### config.mk
export PLATFORM = sky130hd
export DESIGN_NAME = tt_link_framer
export DESIGN_NICKNAME = d
export VERILOG_FILES = /design/src/rtl/lkp_pkg.sv /design/src/rtl/lkp_tx_pack.sv /design/src/rtl/lkp_lane_map.sv /design/src/rtl/lkp_rx_check.sv /design/src/rtl/tt_link_framer.sv
export SDC_FILE = /design/constraint.sdc
export NUM_CORES = 1
export LEC_CHECK = 0
export BUFFER_PORTS_ARGS = -buffer_cell sky130_fd_sc_hd__buf_2
export CORE_ASPECT_RATIO = 1.1
export CORE_MARGIN = 5
export CORE_UTILIZATION = 55
export CTS_BUF_LIST = sky130_fd_sc_hd__clkbuf_2
export DETAILED_ROUTE_END_ITERATION = 16
export HOLD_SLACK_MARGIN = 0.03
export PLACE_DENSITY = 0.83
export SYNTH_ARGS = -nofsm -noshare
export SYNTH_HDL_FRONTEND = slang
export SYNTH_SLANG_ARGS = --single-unit
### constraint.sdc
create_clock -name clk -period 12.1 [get_ports clk]
set_clock_uncertainty 0.1 [all_clocks]
set_input_delay 2.42 -clock clk [delete_from_list [all_inputs] [get_ports clk]]
set_output_delay 2.42 -clock clk [all_outputs]
set_load 0.05 [all_outputs]
### src/rtl/lkp_pkg.sv
package lkp_pkg;
  localparam int DW      = 32;
  localparam int NLANE   = 6;
  localparam int LW      = 7;
  localparam int LANES_W = NLANE * LW;
  localparam int CTRL_POS = 6;
  localparam int FR_IDX  = 0 * LW + CTRL_POS;
  localparam int MD_IDX  = 1 * LW + CTRL_POS;
  localparam int PB_IDX  = 2 * LW + CTRL_POS;

  // Lane that carries data bit i.
  function automatic int bit_lane(input int i);
    int g;
    int r;
    g = i / 8;
    r = i % 8;
    if (r < 6) return (g == 3) ? 4 : g;
    return (g == 3) ? 5 : 3;
  endfunction

  // Position inside its lane of data bit i.
  function automatic int bit_pos(input int i);
    int g;
    int r;
    g = i / 8;
    r = i % 8;
    if (r < 6) return r;
    return (g == 3) ? (r - 6) : (g * 2 + (r - 6));
  endfunction
endpackage

### src/rtl/lkp_tx_pack.sv
module lkp_tx_pack #(
  parameter int NTT   = 32,
  parameter int VAL_W = 10,
  parameter int NRM_W = 8
) (
  input  logic                       clk,
  input  logic                       rst_n,
  input  logic [NTT-1:0][VAL_W-1:0]  val_i,
  input  logic                       mon_i,
  output logic [NTT-1:0]             word_o,
  output logic                       frame_o,
  output logic                       mode_o,
  output logic                       par_o
);
  localparam int CNT_W = $clog2(VAL_W);
  localparam logic [CNT_W-1:0] MON_LAST = CNT_W'(VAL_W - 1);
  localparam logic [CNT_W-1:0] NRM_LAST = CNT_W'(NRM_W - 1);

  logic                      started_q;
  logic [CNT_W-1:0]          cnt_q, cnt_d;
  logic [NTT-1:0][VAL_W-1:0] sh_q;
  logic                      mon_q;
  logic [CNT_W-1:0]          last_cnt;
  logic                      wrap;

  always_comb begin
    last_cnt = mon_q ? MON_LAST : NRM_LAST;
    wrap     = !started_q || (cnt_q == last_cnt);
    cnt_d    = wrap ? '0 : cnt_q + CNT_W'(1);
  end

  always_ff @(posedge clk or negedge rst_n) begin
    if (!rst_n) begin
      started_q <= 1'b0;
      cnt_q     <= '0;
      sh_q      <= '0;
      mon_q     <= 1'b0;
    end else begin
      started_q <= 1'b1;
      cnt_q     <= cnt_d;
      if (wrap) begin
        sh_q  <= val_i;
        mon_q <= mon_i;
      end
    end
  end

  for (genvar t = 0; t < NTT; t++) begin : g_plane
    assign word_o[t] = started_q & sh_q[t][cnt_q];
  end

  assign frame_o = started_q && (cnt_q == '0);
  assign mode_o  = started_q & mon_q;
  assign par_o   = ^word_o;

  p_cnt_bound_r2: assert property (@(posedge clk) disable iff (!rst_n)
    started_q |-> (cnt_q <= last_cnt));
  p_frame_spacing_r2: assert property (@(posedge clk) disable iff (!rst_n)
    frame_o |=> !frame_o);
  p_mode_hold_r7: assert property (@(posedge clk) disable iff (!rst_n)
    (started_q && cnt_q != '0) |-> $stable(mon_q));
endmodule

### src/rtl/lkp_lane_map.sv
module lkp_lane_map
  import lkp_pkg::*;
(
  input  logic [DW-1:0]      data_i,
  input  logic               fr_i,
  input  logic               md_i,
  input  logic               pb_i,
  output logic [LANES_W-1:0] lanes_o
);
  always_comb begin
    lanes_o = '0;
    for (int i = 0; i < DW; i++) begin
      lanes_o[bit_lane(i) * LW + bit_pos(i)] = data_i[i];
    end
    lanes_o[FR_IDX] = fr_i;
    lanes_o[MD_IDX] = md_i;
    lanes_o[PB_IDX] = pb_i;
  end
endmodule

### src/rtl/lkp_rx_check.sv
module lkp_rx_check
  import lkp_pkg::*;
#(
  parameter int VAL_W = 10,
  parameter int NRM_W = 8
) (
  input  logic               clk,
  input  logic               rst_n,
  input  logic [LANES_W-1:0] lanes_i,
  output logic [DW-1:0]      word_o,
  output logic               par_err_o,
  output logic               sync_err_o
);
  localparam int CNT_W = $clog2(VAL_W);
  localparam logic [CNT_W-1:0] MON_LAST = CNT_W'(VAL_W - 1);
  localparam logic [CNT_W-1:0] NRM_LAST = CNT_W'(NRM_W - 1);

  logic [DW-1:0]    dat;
  logic             fr, md, pb;
  logic             locked_q, locked_d;
  logic [CNT_W-1:0] cnt_q, cnt_d;
  logic             mon_q, mon_d;
  logic             serr_d, perr_d;
  logic [CNT_W-1:0] last_cnt;
  logic             at_end;

  always_comb begin
    for (int i = 0; i < DW; i++) begin
      dat[i] = lanes_i[bit_lane(i) * LW + bit_pos(i)];
    end
    fr = lanes_i[FR_IDX];
    md = lanes_i[MD_IDX];
    pb = lanes_i[PB_IDX];
  end

  always_comb begin
    last_cnt = mon_q ? MON_LAST : NRM_LAST;
    at_end   = (cnt_q == last_cnt);
    locked_d = locked_q;
    cnt_d    = cnt_q;
    mon_d    = mon_q;
    serr_d   = 1'b0;
    if (fr) begin
      serr_d   = locked_q && !at_end;
      locked_d = 1'b1;
      cnt_d    = '0;
      mon_d    = md;
    end else if (locked_q) begin
      if (at_end) begin
        serr_d   = 1'b1;
        locked_d = 1'b0;
      end else begin
        cnt_d = cnt_q + CNT_W'(1);
      end
    end
    perr_d = ^{dat, pb};
  end

  always_ff @(posedge clk or negedge rst_n) begin
    if (!rst_n) begin
      locked_q   <= 1'b0;
      cnt_q      <= '0;
      mon_q      <= 1'b0;
      word_o     <= '0;
      par_err_o  <= 1'b0;
      sync_err_o <= 1'b0;
    end else begin
      locked_q   <= locked_d;
      cnt_q      <= cnt_d;
      mon_q      <= mon_d;
      word_o     <= dat;
      par_err_o  <= perr_d;
      sync_err_o <= serr_d;
    end
  end

  p_sync_needs_lock_r10: assert property (@(posedge clk) disable iff (!rst_n)
    sync_err_o |-> $past(locked_q));
  p_rx_cnt_bound_r10: assert property (@(posedge clk) disable iff (!rst_n)
    locked_q |-> (cnt_q <= last_cnt));
  p_unlock_on_miss_r11: assert property (@(posedge clk) disable iff (!rst_n)
    (sync_err_o && !$past(fr)) |-> !locked_q);
endmodule

### src/rtl/tt_link_framer.sv
module tt_link_framer
  import lkp_pkg::*;
#(
  parameter int VAL_W = 10,
  parameter int NRM_W = 8
) (
  input  logic                  clk,
  input  logic                  rst_n,
  input  logic [DW*VAL_W-1:0]   tx_pay,
  input  logic                  tx_mon,
  output logic [LANES_W-1:0]    tx_lanes,
  input  logic [LANES_W-1:0]    rx_lanes,
  output logic [DW-1:0]         rx_word,
  output logic                  rx_par_err,
  output logic                  rx_sync_err
);
  logic [1:0]                rs_q;
  logic                      rst_n_i;
  logic [DW-1:0][VAL_W-1:0]  vals;
  logic [DW-1:0]             tx_word;
  logic                      tx_fr, tx_md, tx_pb;

  always_ff @(posedge clk or negedge rst_n) begin
    if (!rst_n) rs_q <= 2'b00;
    else        rs_q <= {rs_q[0], 1'b1};
  end
  assign rst_n_i = rs_q[1];

  assign vals = tx_pay;

  lkp_tx_pack #(.NTT(DW), .VAL_W(VAL_W), .NRM_W(NRM_W)) u_tx (
    .clk(clk), .rst_n(rst_n_i), .val_i(vals), .mon_i(tx_mon),
    .word_o(tx_word), .frame_o(tx_fr), .mode_o(tx_md), .par_o(tx_pb)
  );

  lkp_lane_map u_map (
    .data_i(tx_word), .fr_i(tx_fr), .md_i(tx_md), .pb_i(tx_pb),
    .lanes_o(tx_lanes)
  );

  lkp_rx_check #(.VAL_W(VAL_W), .NRM_W(NRM_W)) u_rx (
    .clk(clk), .rst_n(rst_n_i), .lanes_i(rx_lanes),
    .word_o(rx_word), .par_err_o(rx_par_err), .sync_err_o(rx_sync_err)
  );
endmodule

==> summary.txt, run 1 <==
Max Fanout on Critical Path: 24
layout cell share with drive strength beyond 1: 58.3%
mapped cell area: 0.0167 mm²
Seq/Total Area, Yosys: 55.0%
Port Buf Inserts: 426
GP Congestion: 0.820
run status: finished clean
Worst-Margin Slew: 1.12 ns
Area Growth Syn to Fin: 18.2%
number of synthesized flops with an enable pin: 0
Initial DRC Count: 547
grt ovf: 0
number of global-route vias before repair: 12400
largest net degree at the start of global routing: 181
core box area: 0.0303 mm²
Critical Path AT: 5.41 ns
# resized after CTS: 0
Final Max Tran Viols: 0
initial core utilization: 55.3%
Pleak: 9.12 nW
CP endpoint kind: output pin
setup TNS: 0 ns
Cell Pwr Density: 151 mW/mm²
Register Area: 0.00922 mm²
TritonCTS Buffers: 91
min Tclk post-route: 7.93 ns
CP startpoint kind: flop
Final Cycle Share: 65.5%
FF-to-FF setup slack: 6.26 ns
CTS clk-pin slew, worst paths: 0.10 ns
Async S/R FF share, synth: 100%
post-synthesis cell count: 1127
total of fill cells in the finished design: 2306
Synth warnings: 0
Synth cell types: 43
Final Util: 65.4%
commonest non-fill, non-tap cells in the layout: buf_2 (426), dfrtp_1 (364), mux2_2 (332), clkbuf_2 (124), mux2i_1 (85)
f_max: 126 MHz
DR pass1 iterations: 5
area occupied by multi-input gates: 0.00705 mm²
first-pass GRT wire length: 66700 µm
Post-DP HPWL: 31200 µm
Post-Route WL: 43600 µm
Final Total Pwr: 2.99 mW
Die ar.: 0.0340 mm²
Routed Antenna Nets: 0
Via density: 5.38
CTS tree: done
postcts setup bufs: 0
unrepaired setup endpoints after global routing: false
Setup CP Type: reg2out
GRT Total Usage: 25.4%
CTS sink count: 368
CTS root buf: clkbuf_2
Max Buffers Root-to-Sink: 3
Chip Width: 176 µm
setup violators final: 0
placed insts: 1903
CTS hold repair buffers: 0
Worst Setup Slack, final: 4.17 ns
DIE HEIGHT: 193 µm
htree depth: 3
ys flop type: dfrtp_1
leading cell type in the layout, fill and taps excluded: buf_2
Hold Path Class: reg2reg
Critical Path RT: 9.58 ns
Top-Level Pins: 441
Via Count: 11100
non-filler cells, final: 2061
Nets: 1950
post-synthesis register bit count: 368
DRC errors left: 0
Site Rows: 67
Slew HR: 25.1%
max-cap viol count: 0
Peak VDD IR: 0.122 mV
final hold viol count: 0
syn avg cell area: 14.9 µm²
Clock Latency Late Sink: 0.90 ns
WL/cell: 21.2 µm
initial antenna violation count: 14
worst slack at placement: 5.08 ns
-- power breakdown --
part           total, mW  internal (mW)  switching, mW
combinational      0.813          0.382          0.431
sequential          1.43           1.35         0.0793
clock              0.746          0.272          0.474
-- synthesized netlist by cell type, drive strengths merged, types with 5 or more instances --
library cell,n,area [µm²]
mux2i,85,851
mux4,32,732
nor2b,20,125
dfrtp,368,9210
xnor2,60,548
buf,72,472
nand2,5,18.8
o22ai,32,200
a211oi,17,133
mux2,335,3780
and2,7,43.8
a221oi,13,158
and2b,11,82.6
nor2,26,97.6
xor2,6,52.6
clkbuf,12,45.0
-- sequential cells by signal, summed over array words and instances (netlist names) --
name / flops
u_rx.sync_err_o: 1
u_rx.cnt_q: 4
u_rx.mon_q: 1
rs_q: 2
u_tx.started_q: 1
u_tx.mon_q: 1
u_rx.locked_q: 1
u_rx.par_err_o: 1
u_tx.cnt_q: 4
u_rx.word_o: 32
u_tx.sh_q: 320
-- path summary, 6_finish.rpt --
path | depth (start not counted) | endpoint | start
worst max-delay path | 12 | tx_lanes[20] | u_tx.cnt_q[1]
worst min-delay path | 0 | rs_q[1] | rs_q[0]
worst max register to register | 9 | u_tx.sh_q[128] | u_tx.cnt_q[1]
worst min register to register | 0 | rs_q[1] | rs_q[0]
max in group asynchronous | 2 | u_tx.cnt_q[0] | rs_q[1]
min in group asynchronous | 0 | u_tx.sh_q[6] | rs_q[1]
-- kinds of logic after synthesis --
| group | after synthesis | synth area share [%] |
|---|---|---|
| multiplexers | 452 | 32.0 |
| flip-flops | 368 | 55.0 |
| buffers and inverters | 86 | 3.13 |
| AND/OR/NAND/NOR | 83 | 2.74 |
| XOR/XNOR | 67 | 3.72 |
| AO/OA/AOI/OAI | 66 | 3.12 |
| adder cells (fa/ha/maj) | 3 | 0.224 |
| other | 2 | 0.0449 |
-- final cells by class --
cell class | instances | area share [%]
Antenna cell | 13 | 0.164
Clock buffer | 124 | 3.14
Clock inverter | 21 | 0.424
Inverter | 2 | 0.0379
Multi-Input combinational cell | 680 | 35.6
Sequential cell | 368 | 46.6
Tap cell | 414 | 2.62
Timing Repair Buffer | 439 | 11.4
-- routing by layer --
layer | wire [µm] | vias up | track usage (%)
met4 | 1180 | 6 | 9.79
li1 | - | 5026 | -
met2 | 22700 | 436 | 44.1
met1 | 16100 | 5525 | 29.7
met5 | 23 | - | 0
met3 | 3590 | 88 | 8.27
-- through the flow --
| step | cell area (µm²) | hold WS [ns] |
|---|---|---|
| after floorplan | 16800 | 0.231 |
| after global placement | 19100 | 0.239 |
| after detailed placement | 19100 | 0.246 |
| after CTS | 19800 | 0.270 |
| after global routing | 19800 | 0.291 |
| final | 19800 | 0.267 |
-- critical path, cell delays in order, from the launching register on --
cell and delay [ns]:
dfrtp_2 0.65, buf_4 0.38, or3b_1 0.67, buf_4 0.43, o22ai_1 0.14, a221oi_1 0.46, xnor2_1 0.17, xnor2_1 0.32
xnor2_1 0.14, xnor2_1 0.30, xnor3_1 0.45, and2_1 0.16, buf_2 0.21
(Power assumes the default switching activity.)
==> inputs of run 2 (changes only) <==
ABC_AREA = 1   (was default)
CORE_UTILIZATION = 56   (was 55)
clock period = 8.2 ns   (was 12.1 ns; I/O delays follow)
==> summary.txt, run 2 <==
run status: finished clean
Worst-Margin Slew: 1.21 ns
Hold Path Class: reg2async
Final Util: 65.9%
GRT Total Usage: 27.6%
Worst path slowest cell: dfrtp_4
syn avg cell area: 7.86 µm²
Async S/R FF share, synth: 100%
final hold viol count: 0
synth cell count leaders: nand2_1 (823), dfrtp_1 (368), inv_1 (329)
non-filler cells, final: 3219
Top-Level Pins: 441
layout cell share with drive strength beyond 1: 23.8%
DIE HEIGHT: 200 µm
Final Max Tran Viols: 0
f_max: 151 MHz
Area Growth Syn to Fin: 16.3%
Top Registers: u_tx.sh_q: 320 flops, u_rx.word_o: 32 flops
Critical Path AT: 4.88 ns
core box area: 0.0323 mm²
Synth area leader: dfrtp_1
placed insts: 3060
post-synthesis cell count: 2326
postcts setup bufs: 0
Synth warnings: 0
Die ar.: 0.0364 mm²
max-cap viol count: 0
Via Count: 16800
Peak VDD IR: 0.162 mV
commonest non-fill, non-tap cells in the layout: nand2_1 (823), buf_2 (426), dfrtp_1 (364), inv_1 (329), o21ai_0 (172)
Slew HR: 19.0%
Max Fanout on Critical Path: 47
Chip Width: 182 µm
CTS root buf: clkbuf_2
count leader, synth: nand2_1
mapped cell area: 0.0183 mm²
worst slack at placement: 2.51 ns
Post-Route WL: 51100 µm
min Tclk post-route: 6.62 ns
number of global-route vias before repair: 17200
number of synthesized flops with an enable pin: 0
WL/cell: 15.9 µm
DR pass1 iterations: 5
top post-synthesis cells by area: dfrtp_1 (50%), nand2_1 (17%), inv_1 (6.8%), mux2_2 (4.9%), o21ai_0 (4.7%)
Post-DP HPWL: 34800 µm
initial core utilization: 56.6%
Worst Setup Slack, final: 1.58 ns
CP startpoint kind: flop
Final Cycle Share: 80.7%
total of fill cells in the finished design: 2690
Cell Pwr Density: 209 mW/mm²
Setup CP Type: reg2out
ys flop type: dfrtp_1
CTS hold repair buffers: 0
top-area cell type share of the netlist area: 50.4%
Synth cell types: 28
TritonCTS Buffers: 93
setup violators final: 0
CTS sink count: 368
# resized after CTS: 0
Max Buffers Root-to-Sink: 3
Clock Latency Late Sink: 0.92 ns
Routed Antenna Nets: 0
DRC errors left: 0
Final Total Pwr: 4.44 mW
Via density: 5.22
most numerous cell on the critical path: nand2_1
unrepaired setup endpoints after global routing: false
Seq/Total Area, Yosys: 50.4%
CTS clk-pin slew, worst paths: 0.11 ns
Pleak: 11.9 nW
first-pass GRT wire length: 81600 µm
leading cell type in the layout, fill and taps excluded: nand2_1
Site Rows: 69
post-synthesis register bit count: 368
Critical Path RT: 6.46 ns
initial antenna violation count: 5
Top Family by Delay on Critical Path: buffers and inverters
crit-path max cell delay: 0.83 ns
CTS tree: done
grt ovf: 0
flip-flop count of the largest register after layout: 320
cell breakdown of the critical path: clkinv_2 > buf_4 > nand2_1 > nand3_1 > nand2_1 > nand2_1 > nand2_1 > nor2_1 > nand3_1 > nand2_1 > inv_1 > nand2_1 > nand2_1 > nand2_1 > nand2_1 > nand2_1 > nand2_1 > nand2_1 > nand2_1 > buf_2
Buf/Inv on CP: 4
Reg with most FFs: u_tx.sh_q
GP Congestion: 0.841
CP endpoint kind: output pin
setup TNS: 0 ns
Initial DRC Count: 1327
htree depth: 3
Nets: 3097
Port Buf Inserts: 426
largest net degree at the start of global routing: 241
[run 2: path summary, 6_finish.rpt]
kind | start | to | slack, ns | depth (start not counted)
min in group clk | rs_q[0] | rs_q[1] | 0.26 | 0
max reg2reg | u_tx.cnt_q[1] | u_tx.sh_q[245] | 4.30 | 6
min | rs_q[1] | u_tx.sh_q[216] | 0.07 | 0
min reg2reg | rs_q[1] | u_tx.sh_q[216] | 0.07 | 0
max in group asynchronous | rs_q[1] | u_tx.started_q | 5.63 | 2
max | u_tx.cnt_q[1] | tx_lanes[20] | 1.58 | 20
[run 2: logic make-up (layout without fill, tap and decap cells)]
kind of cell	count (synthesis)	count (layout)	synth area share, %
other	2	14	0.0411
buffers and inverters	469	924	10.5
muxes	79	79	4.87
adders and majority gates	3	3	0.205
xor gates and xnor gates	34	34	1.63
DFF	368	368	50.4
AOI/OAI and AO/OA	345	345	10.2
and+or+nand+nor	1026	1026	22.2
[run 2: cell type report]
| type | count | area (µm²) | share of cell area (%) |
|---|---|---|---|
| sequential | 368 | 9220 | 43.4 |
| multi-input combinational | 1496 | 7200 | 33.9 |
| timing repair buffer | 439 | 2280 | 10.7 |
| inverter | 331 | 1240 | 5.85 |
| clock buffer | 131 | 656 | 3.08 |
| tap | 426 | 533 | 2.51 |
| clock inverter | 23 | 114 | 0.535 |
| antenna | 5 | 12.5 | 0.0588 |
[run 2: worst register-to-register path, stage by stage (launching register included)]
cell and delay, ns:
dfrtp_4 0.73, clkinv_2 0.63, a21oi_1 0.16, o41ai_4 0.55
buf_12 0.67, buf_4 0.55, mux2_2 0.40
[run 2: through the flow]
stage	area [µm²]	hold slack, ns
floorplan	18300	0.231
global placement	20500	0.0614
detailed placement	20500	0.0652
CTS	21300	0.0734
global route	21300	0.0879
finish	21300	0.0704
[run 2: where the power goes]
group | internal [mW] | switching (mW) | total [mW]
clock network | 0.454 | 0.721 | 1.17
logic | 0.392 | 0.804 | 1.20
registers | 1.99 | 0.0838 | 2.07
[run 2: routing by layer]
metal	up-vias	GRT usage [%]	part of all wire, %
met2	723	47.2	50
met4	2	12.0	3.4
met1	7886	33.3	38
met3	139	7.26	8.9
met5	-	0	0.014
li1	8063	-	-
